==> config.mk <==
export PLATFORM = sky130hd
export DESIGN_NAME = flash_window_guard
export DESIGN_NICKNAME = d
export VERILOG_FILES = /design/src/rtl/flash_guard_pkg.sv /design/src/rtl/window_check.sv /design/src/rtl/fault_latch.sv /design/src/rtl/flash_window_guard.sv
export SDC_FILE = /design/constraint.sdc
export NUM_CORES = 1
export LEC_CHECK = 0
export ABC_AREA = 1
export CAP_MARGIN = 20
export CORE_AREA = 2 2 99 101
export DETAILED_ROUTE_END_ITERATION = 8
export DIE_AREA = 0 0 101 103
export PLACE_DENSITY_LB_ADDON = 0.2
export SLEW_MARGIN = 20
export SYNTH_ARGS = -nofsm -noshare
export SYNTH_HDL_FRONTEND = slang
export SYNTH_SLANG_ARGS = --single-unit
==> constraint.sdc <==
create_clock -name clk -period 7.5 [get_ports clk]
set_clock_uncertainty 0.15 [all_clocks]
set_input_delay 1.5 -clock clk [delete_from_list [all_inputs] [get_ports clk]]
set_output_delay 1.5 -clock clk [all_outputs]
set_load 0.01 [all_outputs]
==> src/rtl/flash_guard_pkg.sv <==
package flash_guard_pkg;
  typedef enum logic [1:0] {
    VERD_NONE  = 2'd0,
    VERD_PASS  = 2'd1,
    VERD_GRANT = 2'd2,
    VERD_DENY  = 2'd3
  } verdict_t;
endpackage

==> src/rtl/window_check.sv <==
module window_check #(
  parameter int                 ADDR_W   = 32,
  parameter int                 WIN_LOG2 = 28,
  parameter logic [ADDR_W-1:0]  WIN_BASE = 32'h9000_0000,
  parameter int                 SZ_W     = 5
) (
  input  logic                       valid_i,
  input  logic [ADDR_W-1:0]          addr_i,
  input  logic                       mapped_i,
  input  logic [SZ_W-1:0]            size_exp_i,
  output flash_guard_pkg::verdict_t  verdict_o
);
  import flash_guard_pkg::*;

  localparam int TAG_W = ADDR_W - WIN_LOG2;

  logic                in_window;
  logic [WIN_LOG2-1:0] offset;
  logic [WIN_LOG2-1:0] limit_mask;
  logic                over_limit;

  assign in_window = (addr_i[ADDR_W-1 -: TAG_W] == WIN_BASE[ADDR_W-1 -: TAG_W]);
  assign offset    = addr_i[WIN_LOG2-1:0];

  // One power-of-two limit per offset bit: a bit at or above the size
  // exponent lies outside the populated span.
  generate
    for (genvar b = 0; b < WIN_LOG2; b++) begin : g_limit
      assign limit_mask[b] = (b >= int'(size_exp_i));
    end
  endgenerate

  assign over_limit = |(offset & limit_mask);

  always_comb begin
    if (!valid_i)                   verdict_o = VERD_NONE;
    else if (!in_window)            verdict_o = VERD_PASS;
    else if (mapped_i && !over_limit) verdict_o = VERD_GRANT;
    else                            verdict_o = VERD_DENY;
  end
endmodule

==> src/rtl/fault_latch.sv <==
module fault_latch #(
  parameter int ADDR_W = 32
) (
  input  logic              clk,
  input  logic              rst,
  input  logic              set_i,
  input  logic [ADDR_W-1:0] addr_i,
  input  logic              clr_i,
  output logic              flag_o,
  output logic [ADDR_W-1:0] addr_o
);
  always_ff @(posedge clk) begin
    if (rst) begin
      flag_o <= 1'b0;
      addr_o <= '0;
    end else if (set_i && (clr_i || !flag_o)) begin
      flag_o <= 1'b1;
      addr_o <= addr_i;
    end else if (clr_i) begin
      flag_o <= 1'b0;
      addr_o <= '0;
    end
  end


  sticky_hold_chk: assert property (@(posedge clk) disable iff (rst)
    (flag_o && !clr_i) |=> (flag_o && $stable(addr_o)));


  clear_wins_chk: assert property (@(posedge clk) disable iff (rst)
    (clr_i && !set_i) |=> (!flag_o && addr_o == '0));


  set_wins_chk: assert property (@(posedge clk) disable iff (rst)
    (clr_i && set_i) |=> (flag_o && addr_o == $past(addr_i)));
endmodule

==> src/rtl/flash_window_guard.sv <==
module flash_window_guard #(
  parameter int                 ADDR_W   = 32,
  parameter int                 WIN_LOG2 = 28,
  parameter logic [ADDR_W-1:0]  WIN_BASE = 32'h9000_0000,
  parameter int                 SZ_W     = 5
) (
  input  logic              clk,
  input  logic              rst,
  input  logic              req_valid,
  input  logic [ADDR_W-1:0] req_addr,
  input  logic              mapped_mode,
  input  logic [SZ_W-1:0]   size_exp,
  input  logic              fault_clr,
  output logic              grant_valid,
  output logic [ADDR_W-1:0] grant_addr,
  output logic              deny_pulse,
  output logic              fault_sticky,
  output logic [ADDR_W-1:0] fault_addr
);
  import flash_guard_pkg::*;

  localparam int TAG_W = ADDR_W - WIN_LOG2;

  verdict_t verdict;
  logic     forward;
  logic     reject;

  window_check #(
    .ADDR_W(ADDR_W), .WIN_LOG2(WIN_LOG2), .WIN_BASE(WIN_BASE), .SZ_W(SZ_W)
  ) u_check (
    .valid_i   (req_valid),
    .addr_i    (req_addr),
    .mapped_i  (mapped_mode),
    .size_exp_i(size_exp),
    .verdict_o (verdict)
  );

  assign forward = (verdict == VERD_PASS) || (verdict == VERD_GRANT);
  assign reject  = (verdict == VERD_DENY);

  always_ff @(posedge clk) begin
    if (rst) begin
      grant_valid <= 1'b0;
      grant_addr  <= '0;
      deny_pulse  <= 1'b0;
    end else begin
      grant_valid <= forward;
      deny_pulse  <= reject;
      if (forward) grant_addr <= req_addr;
    end
  end

  fault_latch #(.ADDR_W(ADDR_W)) u_fault (
    .clk   (clk),
    .rst   (rst),
    .set_i (reject),
    .addr_i(req_addr),
    .clr_i (fault_clr),
    .flag_o(fault_sticky),
    .addr_o(fault_addr)
  );


  one_outcome_chk: assert property (@(posedge clk) disable iff (rst)
    !(grant_valid && deny_pulse));


  idle_quiet_chk: assert property (@(posedge clk) disable iff (rst)
    !req_valid |=> (!grant_valid && !deny_pulse));


  outside_pass_chk: assert property (@(posedge clk) disable iff (rst)
    (req_valid && req_addr[ADDR_W-1 -: TAG_W] != WIN_BASE[ADDR_W-1 -: TAG_W])
      |=> (grant_valid && grant_addr == $past(req_addr)));


  unmapped_deny_chk: assert property (@(posedge clk) disable iff (rst)
    (req_valid && !mapped_mode && req_addr[ADDR_W-1 -: TAG_W] == WIN_BASE[ADDR_W-1 -: TAG_W])
      |=> (deny_pulse && !grant_valid));


  deny_flags_chk: assert property (@(posedge clk) disable iff (rst)
    deny_pulse |-> fault_sticky);
endmodule

==> results_dict.tcl, run 1 <==
set metrics [dict create \
    status "completed" \
    tightest_slew_ns 0.820 \
    fin_nets 530 \
    synth_top_family_by_area "simple AND/OR/NAND/NOR gates" \
    synth_enable_flop_cells 0 \
    syn_to_final_growth_pct 48.5 \
    pwr-share-clk_pct 37.3 \
    core_area_mm2 0.00946 \
    hold_viol_final 0 \
    synthMuxAreaShare_pct 0 \
    n_antenna_cell 0 \
    dpl.hpwl_um 6490 \
    drt_wl_total_um 8930 \
    cp_data_required_time_ns 7.61 \
    place_area_mm2 0.00388 \
    setup_tns_ns 0 \
    swShare_pct 26.6 \
    dr.pass1.iters 4 \
    holdBufCountCts 0 \
    slowest_stage "clkdlybuf4s50_1" \
    setup_viol_count_final 0 \
    holdWs_ns 0.311 \
    slew_violations 0 \
    cts_root_buf "clkbuf_8" \
    drt_iter0_drc 165 \
    layoutNonFillerInstCount 606 \
    die_x_um 101 \
    pin_count 109 \
    ant_nets 0 \
    rows 36 \
    fmax_ghz 0.241 \
    yosysSeqAreaShare_pct 48.9 \
    drv_cap 0 \
    clk_latency_ns 0.34 \
    yosys.area_share.simple_pct 28.4 \
    avgSynthCellArea_um2 7.08 \
    r2r_slack_ns 5.95 \
    routedWlPerCell_um 14.7 \
    synthArstFlopShare_pct 0 \
    r2r-start "u_fault.flag_o$_SDFFE_PP0P_" \
    synth_cell_type_count 22 \
    p_int_uw 575 \
    cp-end-kind "register" \
    rsz0062_at_grt "no" \
    synth-seq-cells 67 \
    grt_pass1_vias 2731 \
    grt_max_degree 68 \
    synth_compound_gate_area_share_pct 15.8 \
    synth-xor-area-share_pct 0 \
    p_leak_uw 0.00153 \
    initial_core_util_pct 29.0 \
    htreeDepth 3 \
    dp.cells 590 \
    grt_usage_pct 17.7 \
    slew_headroom_pct 45.3 \
    pwr_density_cell_mw_per_mm2 192 \
    path_clk_slew_ns 0.07 \
    synth.area.top_cells "dfxtp_1 49%, nand2_1 20%, a21oi_1 10%, nor2_1 4.6%, a211oi_1 2.7%" \
    portBuffers 108 \
    critPathKind "in -> reg" \
    synth_fa_ha_area_share_pct 0.456 \
    crit_start "size_exp[4]" \
    die_y_um 103 \
    drc 0 \
    p_total_uw 783 \
    slowest_delay_ns 0.68 \
    cts_setup_buffers 0 \
    syn_nets 431 \
    drive_gt1_share_pct 6.30 \
    syn_inst 388 \
    startpoint_type "primary input" \
    power_switching_uw 208 \
    worstHoldStart "u_fault.addr_o[9]$_SDFFE_PP0P_" \
    antenna_found_initial 0 \
    regToRegEndpoint "u_fault.addr_o[21]$_SDFFE_PP0P_" \
    crit_top_cell "nand2_1" \
    yosysMostFrequentCell "nand2_1" \
    clock_path_buffers 2 \
    grt_pass1_wl_um 14100 \
    synth_area_leader_cell "dfxtp_1" \
    syn-cell-area_mm2 0.00275 \
    fin_area_mm2 0.00408 \
    globalplace.congestion 0.875 \
    min_path_type "reg -> reg" \
    hold-path-cell-count 2 \
    cts_buffers 9 \
    worst_r2r_path_depth 4 \
    fin_crit_ns 4.14 \
    dr_total_vias 2807 \
    combPwrFrac_pct 14.9 \
    cp_max_fo 32 \
    cts_tree "built" \
    min_to "u_fault.addr_o[9]$_SDFFE_PP0P_" \
    arrival_ns 4.25 \
    yosys_warnings 0 \
    overflow 0 \
    dieArea_mm2 0.0104 \
    cts_sinks 67 \
    post-route-period-util_pct 55.2 \
    ys.flop_type "dfxtp_1" \
    synth_top_area_share_pct 48.9 \
    ir_worst_vdd_uv 65.0 \
    vias_per_cell 4.63 \
    yosys-top-cells-count "146 x nand2_1, 67 x dfxtp_1, 57 x a21oi_1" \
    power_frac_seq_pct 47.9 \
    cp_cell_sequence "clkdlybuf4s50_1 > inv_2 > nor2_1 > nand2_1 > nand2_1 > nand2_1 > nor2_1 > nand3_1 > nor2_2 > a21oi_2 > ha_1 > inv_1 > a21oi_2 > nor2_4 > nand2_1 > a21oi_1" \
    cts_resized 0 \
]
-- worst max-delay path: cells and delay by family --
family	cells	cell delay [ns]
and+or+nand+nor	9	1.33
buffers and inverters	3	0.94
AOI/OAI and AO/OA	3	0.27
adders and majority gates	1	0.19
-- registers in the layout, indices dropped and copies added (netlist names) --
name and cells:
u_fault.addr_o 32, u_fault.flag_o 1, grant_valid 1, grant_addr 32
deny_pulse 1
-- logic make-up after synthesis --
| group | Yosys count |
|---|---|
| AOI/OAI and AO/OA | 79 |
| DFF | 67 |
| buffers and inverters | 42 |
| and+or+nand+nor | 199 |
| adders and majority gates | 1 |
-- placed cells by master, fill, tap and decap left out --
cell / count
ha_1: 1
nor2_2: 2
a21oi_1: 57
o21ai_1: 3
clkdlybuf4s50_1: 107
nor3_1: 2
nand2_1: 146
clkbuf_8: 9
dfxtp_1: 67
o211a_1: 1
nand2_2: 1
nand3_1: 11
clkinvlp_4: 2
a21oi_2: 2
inv_1: 14
a211oi_1: 10
nand3b_1: 1
o21ai_0: 6
nor2_1: 34
inv_2: 6
nor2_4: 1
nand4_1: 1
clkinv_2: 3
buf_4: 3
clkinv_4: 1
bufinv_16: 1
-- worst max path at each step --
stage	to	slack [ns]	cells past startpoint
floorplan	grant_addr[2]$_SDFFE_PP0P_	4.05	13
global placement	u_fault.addr_o[18]$_SDFFE_PP0P_	2.67	16
detailed placement	grant_addr[26]$_SDFFE_PP0P_	2.99	14
CTS	grant_addr[26]$_SDFFE_PP0P_	3.35	14
global route	u_fault.addr_o[30]$_SDFFE_PP0P_	3.01	16
finish	u_fault.addr_o[21]$_SDFFE_PP0P_	3.36	16
-- power groups by stage --
stage	sequential, uW	clock (uW)	combinational [uW]
5_1_grt	376	319	128
3_5_place_dp	383	0	117
3_3_place_gp	383	0	116
4_1_cts	375	300	118
6_report	375	292	117
2_1_floorplan	388	0	45.3
-- routing by layer --
layer	vias to the layer above	track usage, %	part of all wire, %
li1	1443	-	-
met1	1279	22.7	46
met2	74	29.4	48
met3	11	3.39	3.7
met4	0	7.48	1.6
met5	-	0	0
-- final cells by class --
cell class / instances / area, um^2
timing repair buffer: 110 / 1090
inverter: 20 / 75.1
fill: 1019 / 5380
sequential: 67 / 1340
clock inverter: 7 / 68.8
clock buffer: 9 / 124
tap: 114 / 143
multi-input combinational: 279 / 1230
-- through the flow --
step	util [%]	worst slack (ns)
2_1_floorplan	-	4.05
4_1_cts	43.1	3.35
3_5_place_dp	41.0	2.99
5_1_grt	43.1	3.01
3_3_place_gp	41.0	2.67
6_report	43.1	3.36
No activity file was read; power rests on OpenSTA's default activity.
==> run 2, diff against run 1 <==
==> constraint.sdc (replaced) <==
create_clock -name clk -period 3.8 [get_ports clk]
set_clock_uncertainty 0.15 [all_clocks]
set_input_delay 0.76 -clock clk [delete_from_list [all_inputs] [get_ports clk]]
set_output_delay 0.76 -clock clk [all_outputs]
set_load 0.01 [all_outputs]
==> run 2 against run 1 <==
  * Non-clock buffer count up 7
  * Design area up 2.5%
  * Via count up 0.53%
  * First-iteration DRC count down 4.2%
  * Sequential share of layout area down 0.80 points
  * Utilization up 1.1 points
  * Global-route usage down 0.26 points
  * Largest cell class unchanged
==> results_dict.tcl, run 2 (synthesis results as in run 1) <==
set metrics [dict create \
    status "completed" \
    dp.cells 597 \
    critPathKind "in -> reg" \
    setup_tns_ns 0 \
    multi_input_area_mm2 0.00122 \
    cts_buffers 9 \
    n_antenna_cell 0 \
    slew_headroom_pct 58.2 \
    cts_resized 0 \
    fillCellCount 980 \
    cp_data_required_time_ns 3.90 \
    drc 0 \
    fin_crit_ns 3.16 \
    cts_sinks 67 \
    dpl.hpwl_um 6830 \
    fmax_ghz 0.316 \
    slowest_stage "clkdlybuf4s50_1" \
    die_x_um 101 \
    clock_path_buffers 2 \
    drt_wl_total_um 9060 \
    cp_max_fo 35 \
    setup_viol_count_final 0 \
    reg_top3 "grant_addr (32), u_fault.addr_o (32)" \
    grt_pass1_vias 2691 \
    globalplace.congestion 0.919 \
    slew_violations 0 \
    layoutNonFillerInstCount 613 \
    vias_per_cell 4.60 \
    cts_setup_buffers 0 \
    drv_cap 0 \
    dr_total_vias 2822 \
    syn_to_final_growth_pct 52.1 \
    cp_cell_sequence "clkdlybuf4s50_1 > inv_2 > nor2_1 > nand2_1 > nand2_1 > nand2_1 > nor2_1 > nand3_1 > nor2_2 > a21oi_2 > ha_1 > buf_4 > nor2_1 > a211oi_1" \
    cts_root_buf "clkbuf_8" \
    post-route-period-util_pct 83.2 \
    tightest_slew_ns 0.626 \
    rsz0062_at_grt "no" \
    core_area_mm2 0.00946 \
    htreeDepth 3 \
    cp-end-kind "register" \
    grt_usage_pct 17.5 \
    p_leak_uw 0.00159 \
    arrival_ns 3.26 \
    path_clk_slew_ns 0.07 \
    seq_area_mm2 0.00134 \
    die_y_um 103 \
    portBuffers 108 \
    layout_common_cells "146 x nand2_1, 107 x clkdlybuf4s50_1, 67 x dfxtp_1, 57 x a21oi_1, 34 x nor2_1" \
    slowest_delay_ns 0.68 \
    clk_latency_ns 0.34 \
    overflow 0 \
    routedWlPerCell_um 14.8 \
    dieArea_mm2 0.0104 \
    startpoint_type "primary input" \
    holdBufCountCts 0 \
    hold_viol_final 0 \
    fin_nets 537 \
    rows 36 \
    antenna_found_initial 0 \
    grt_pass1_wl_um 13800 \
    grt_max_degree 36 \
    pin_count 109 \
    pwr_density_cell_mw_per_mm2 410 \
    dr.pass1.iters 4 \
    ant_nets 0 \
    initial_core_util_pct 29.0 \
    drive_gt1_share_pct 7.62 \
    final_common_cell "nand2_1" \
    drt_iter0_drc 158 \
    ir_worst_vdd_uv 158 \
    cts_tree "built" \
    min_path_type "reg -> reg" \
]
-- run 2: critical path, delay by kind of cell --
family / cells / cell delay [ns]
fa+ha+maj: 1 / 0.32
buf+inv: 3 / 1.18
compound gates: 2 / 0.24
simple gates: 8 / 0.75
-- run 2: routing by layer --
metal	share of wire [%]	wire length, um	GRT usage (%)
met5	0	0	0
met4	0.79	72	5.30
met3	5.2	473	5.22
met2	48	4310	28.6
met1	46	4210	22.3
-- run 2: layout make-up --
| cell class | count | area share, % |
|---|---|---|
| clock buffers | 10 | 3.30 |
| clock inverters | 6 | 2.67 |
| inverters | 20 | 1.80 |
| multi-input cells | 279 | 29.3 |
| flip-flops and latches | 67 | 32.1 |
| well taps | 114 | 3.42 |
| repair buffers | 117 | 27.4 |
-- run 2: metrics by stage --
stage | instance area, um^2 | worst slack [ns] | total power, uW | utilization, % | hold WS (ns)
finish | 4180 | 0.637 | 1710 | 44.2 | 0.308
global route | 4180 | 0.445 | 1790 | 44.2 | 0.332
CTS | 4180 | 0.684 | 1730 | 44.2 | 0.314
detailed placement | 3930 | 0.330 | 992 | 41.5 | 0.303
global placement | 3930 | 0.335 | 991 | 41.5 | 0.298
floorplan | 2750 | 1.09 | 856 | - | 0.333
-- run 2: power by group --
group	switching (uW)	internal [uW]
logic	124	112
registers	12.7	727
clock network	280	455
-- run 2: worst paths after layout --
check                                        from                              end  slack [ns]  cells past startpoint
hold reg to reg   u_fault.addr_o[12]$_SDFFE_PP0P_  u_fault.addr_o[12]$_SDFFE_PP0P_        0.31                      2
setup / recovery                      size_exp[4]      grant_addr[30]$_SDFFE_PP0P_        0.64                     14
hold / removal    u_fault.addr_o[12]$_SDFFE_PP0P_  u_fault.addr_o[12]$_SDFFE_PP0P_        0.31                      2
setup reg to reg      u_fault.flag_o$_SDFFE_PP0P_  u_fault.addr_o[17]$_SDFFE_PP0P_        2.52                      4
==> run 3, diff against run 2 <==
==> constraint.sdc (replaced) <==
create_clock -name clk -period 3.04 [get_ports clk]
set_clock_uncertainty 0.15 [all_clocks]
set_input_delay 0.608 -clock clk [delete_from_list [all_inputs] [get_ports clk]]
set_output_delay 0.608 -clock clk [all_outputs]
set_load 0.01 [all_outputs]
==> run 3 against run 2 <==
  * Die area unchanged
  * Critical path type unchanged
  * Critical endpoint is now u_fault.addr_o[30]$_SDFFE_PP0P_
  * Utilization increased by 3.0 points
  * Sequential share of layout area down 2.0 points
  * Register-to-register slack worse by 0.83 ns
  * Sequential power up 25%
==> results_dict.tcl, run 3 (synthesis results as in run 1) <==
set metrics [dict create \
    initial_core_util_pct 29.0 \
    dpl.hpwl_um 7230 \
    cts_buffers 9 \
    ant_nets 0 \
    vias_per_cell 4.70 \
    n_antenna_cell 0 \
    final_util_pct 47.1 \
    r2r_slack_ns 1.69 \
    drv_cap 0 \
    drive_gt1_share_pct 12.4 \
    die_x_um 101 \
    grt_pass1_wl_um 14700 \
    drt_wl_total_um 9720 \
    pwr_density_cell_mw_per_mm2 489 \
    path_clk_slew_ns 0.07 \
    cp_data_required_time_ns 3.16 \
    drc 0 \
    dieArea_mm2 0.0104 \
    hold-path-cell-count 2 \
    cts_tree "built" \
    dr.pass1.iters 4 \
    grt_pass1_vias 2867 \
    status "completed" \
    dr_total_vias 3007 \
    cp_max_fo 10 \
    critPathKind "in -> reg" \
    pin_count 109 \
    worst_r2r_path_depth 6 \
    overflow 0 \
    grt_usage_pct 18.4 \
    power_switching_uw 534 \
    cts_root_buf "clkbuf_8" \
    p_total_uw 2180 \
    fin_crit_ns 2.74 \
    combPwrFrac_pct 15.3 \
    ir_worst_vdd_uv 211 \
    rows 36 \
    fin_nets 564 \
    cp-end-kind "register" \
    layout_common_cells "146 x nand2_1, 102 x clkdlybuf4s50_1, 67 x dfxtp_1, 57 x a21oi_1, 34 x nor2_1" \
    slew_violations 0 \
    clock_path_buffers 2 \
    dp.cells 618 \
    grt_max_degree 38 \
    core_area_mm2 0.00946 \
    power_frac_seq_pct 42.4 \
    setup_tns_ns 0 \
    drt_iter0_drc 167 \
    pwr-share-clk_pct 42.3 \
    globalplace.congestion 0.902 \
    setup_viol_count_final 0 \
    rsz0062_at_grt "no" \
    clk_latency_ns 0.33 \
    startpoint_type "primary input" \
    p_leak_uw 0.00180 \
    syn_to_final_growth_pct 62.4 \
    cts_sinks 67 \
    hold_viol_final 0 \
    final_common_cell "nand2_1" \
    arrival_ns 2.86 \
    fmax_ghz 0.364 \
    reg_top3 "grant_addr (32), u_fault.addr_o (32)" \
    portBuffers 108 \
    min_path_type "reg -> reg" \
    antenna_found_initial 0 \
    post-route-period-util_pct 90.3 \
    holdBufCountCts 0 \
    worstHoldStart "grant_addr[5]$_SDFFE_PP0P_" \
    layoutNonFillerInstCount 640 \
    r2r-start "u_fault.flag_o$_SDFFE_PP0P_" \
    swShare_pct 24.5 \
    regToRegEndpoint "u_fault.addr_o[30]$_SDFFE_PP0P_" \
    tightest_slew_ns 0.601 \
    routedWlPerCell_um 15.2 \
    slew_headroom_pct 59.9 \
    min_to "grant_addr[5]$_SDFFE_PP0P_" \
    htreeDepth 3 \
    p_int_uw 1650 \
    die_y_um 103 \
]
[run 3: critical path, cell delays in order]
cell             delay (ns)
clkdlybuf4s50_1        0.45
inv_1                  0.16
nand2_1                0.09
nor2_1                 0.08
nand2_1                0.05
nor2_1                 0.08
nand2_1                0.06
nor2_1                 0.08
nand3_1                0.08
nor2_2                 0.10
a21oi_2                0.06
ha_1                   0.18
inv_1                  0.10
a21oi_2                0.07
nor2_4                 0.13
buf_4                  0.15
clkbuf_16              0.16
nand2_1                0.05
a21oi_1                0.10
[run 3: what timing repair did]
action	CTS	global route
setup buffers	0	3
resized for setup	0	7
endpoints found under the setup margin	0	28
[run 3: worst max-delay path by stage]
stage / end / cells after the start / slack [ns] / start
2_1_floorplan: grant_addr[2]$_SDFFE_PP0P_ / 13 / 0.48 / size_exp[1]
3_3_place_gp: u_fault.addr_o[20]$_SDFFE_PP0P_ / 16 / -0.17 / size_exp[0]
3_5_place_dp: u_fault.addr_o[17]$_SDFFE_PP0P_ / 17 / -0.11 / size_exp[0]
4_1_cts: u_fault.addr_o[8]$_SDFFE_PP0P_ / 17 / 0.23 / size_exp[0]
5_1_grt: u_fault.addr_o[27]$_SDFFE_PP0P_ / 19 / 0.03 / req_addr[30]
6_report: u_fault.addr_o[30]$_SDFFE_PP0P_ / 19 / 0.30 / req_addr[30]
[run 3: layout make-up]
cell class                 count  area, um^2
sequential                    67        1340
timing repair buffer         144        1420
clock inverter                 6         111
inverter                      20        75.1
multi-input combinational    279        1230
fill                         967        5000
clock buffer                  10         138
tap                          114         143
[run 3: metrics by stage]
step / setup slack [ns] / hold WS (ns) / cell area, um^2
2_1_floorplan: 0.483 / 0.333 / 2750
3_3_place_gp: -0.174 / 0.300 / 4110
3_5_place_dp: -0.112 / 0.300 / 4110
4_1_cts: 0.226 / 0.315 / 4360
5_1_grt: 0.0262 / 0.324 / 4460
6_report: 0.295 / 0.309 / 4460
[run 3: metal layers]
layer | vias to the layer above | track usage, % | wire, um
met4 | 0 | 5.30 | 127
li1 | 1510 | - | -
met5 | - | 0 | 0
met3 | 7 | 4.20 | 524
met2 | 92 | 31.5 | 4740
met1 | 1398 | 23.3 | 4320
[run 3: power by group through the flow]
stage               clock (uW)  combinational (uW)  sequential (uW)
finish                     922                 335              924
global route               977                 366              928
CTS                        941                 323              925
detailed placement           0                 322              945
global placement             0                 324              944
floorplan                    0                 112              958
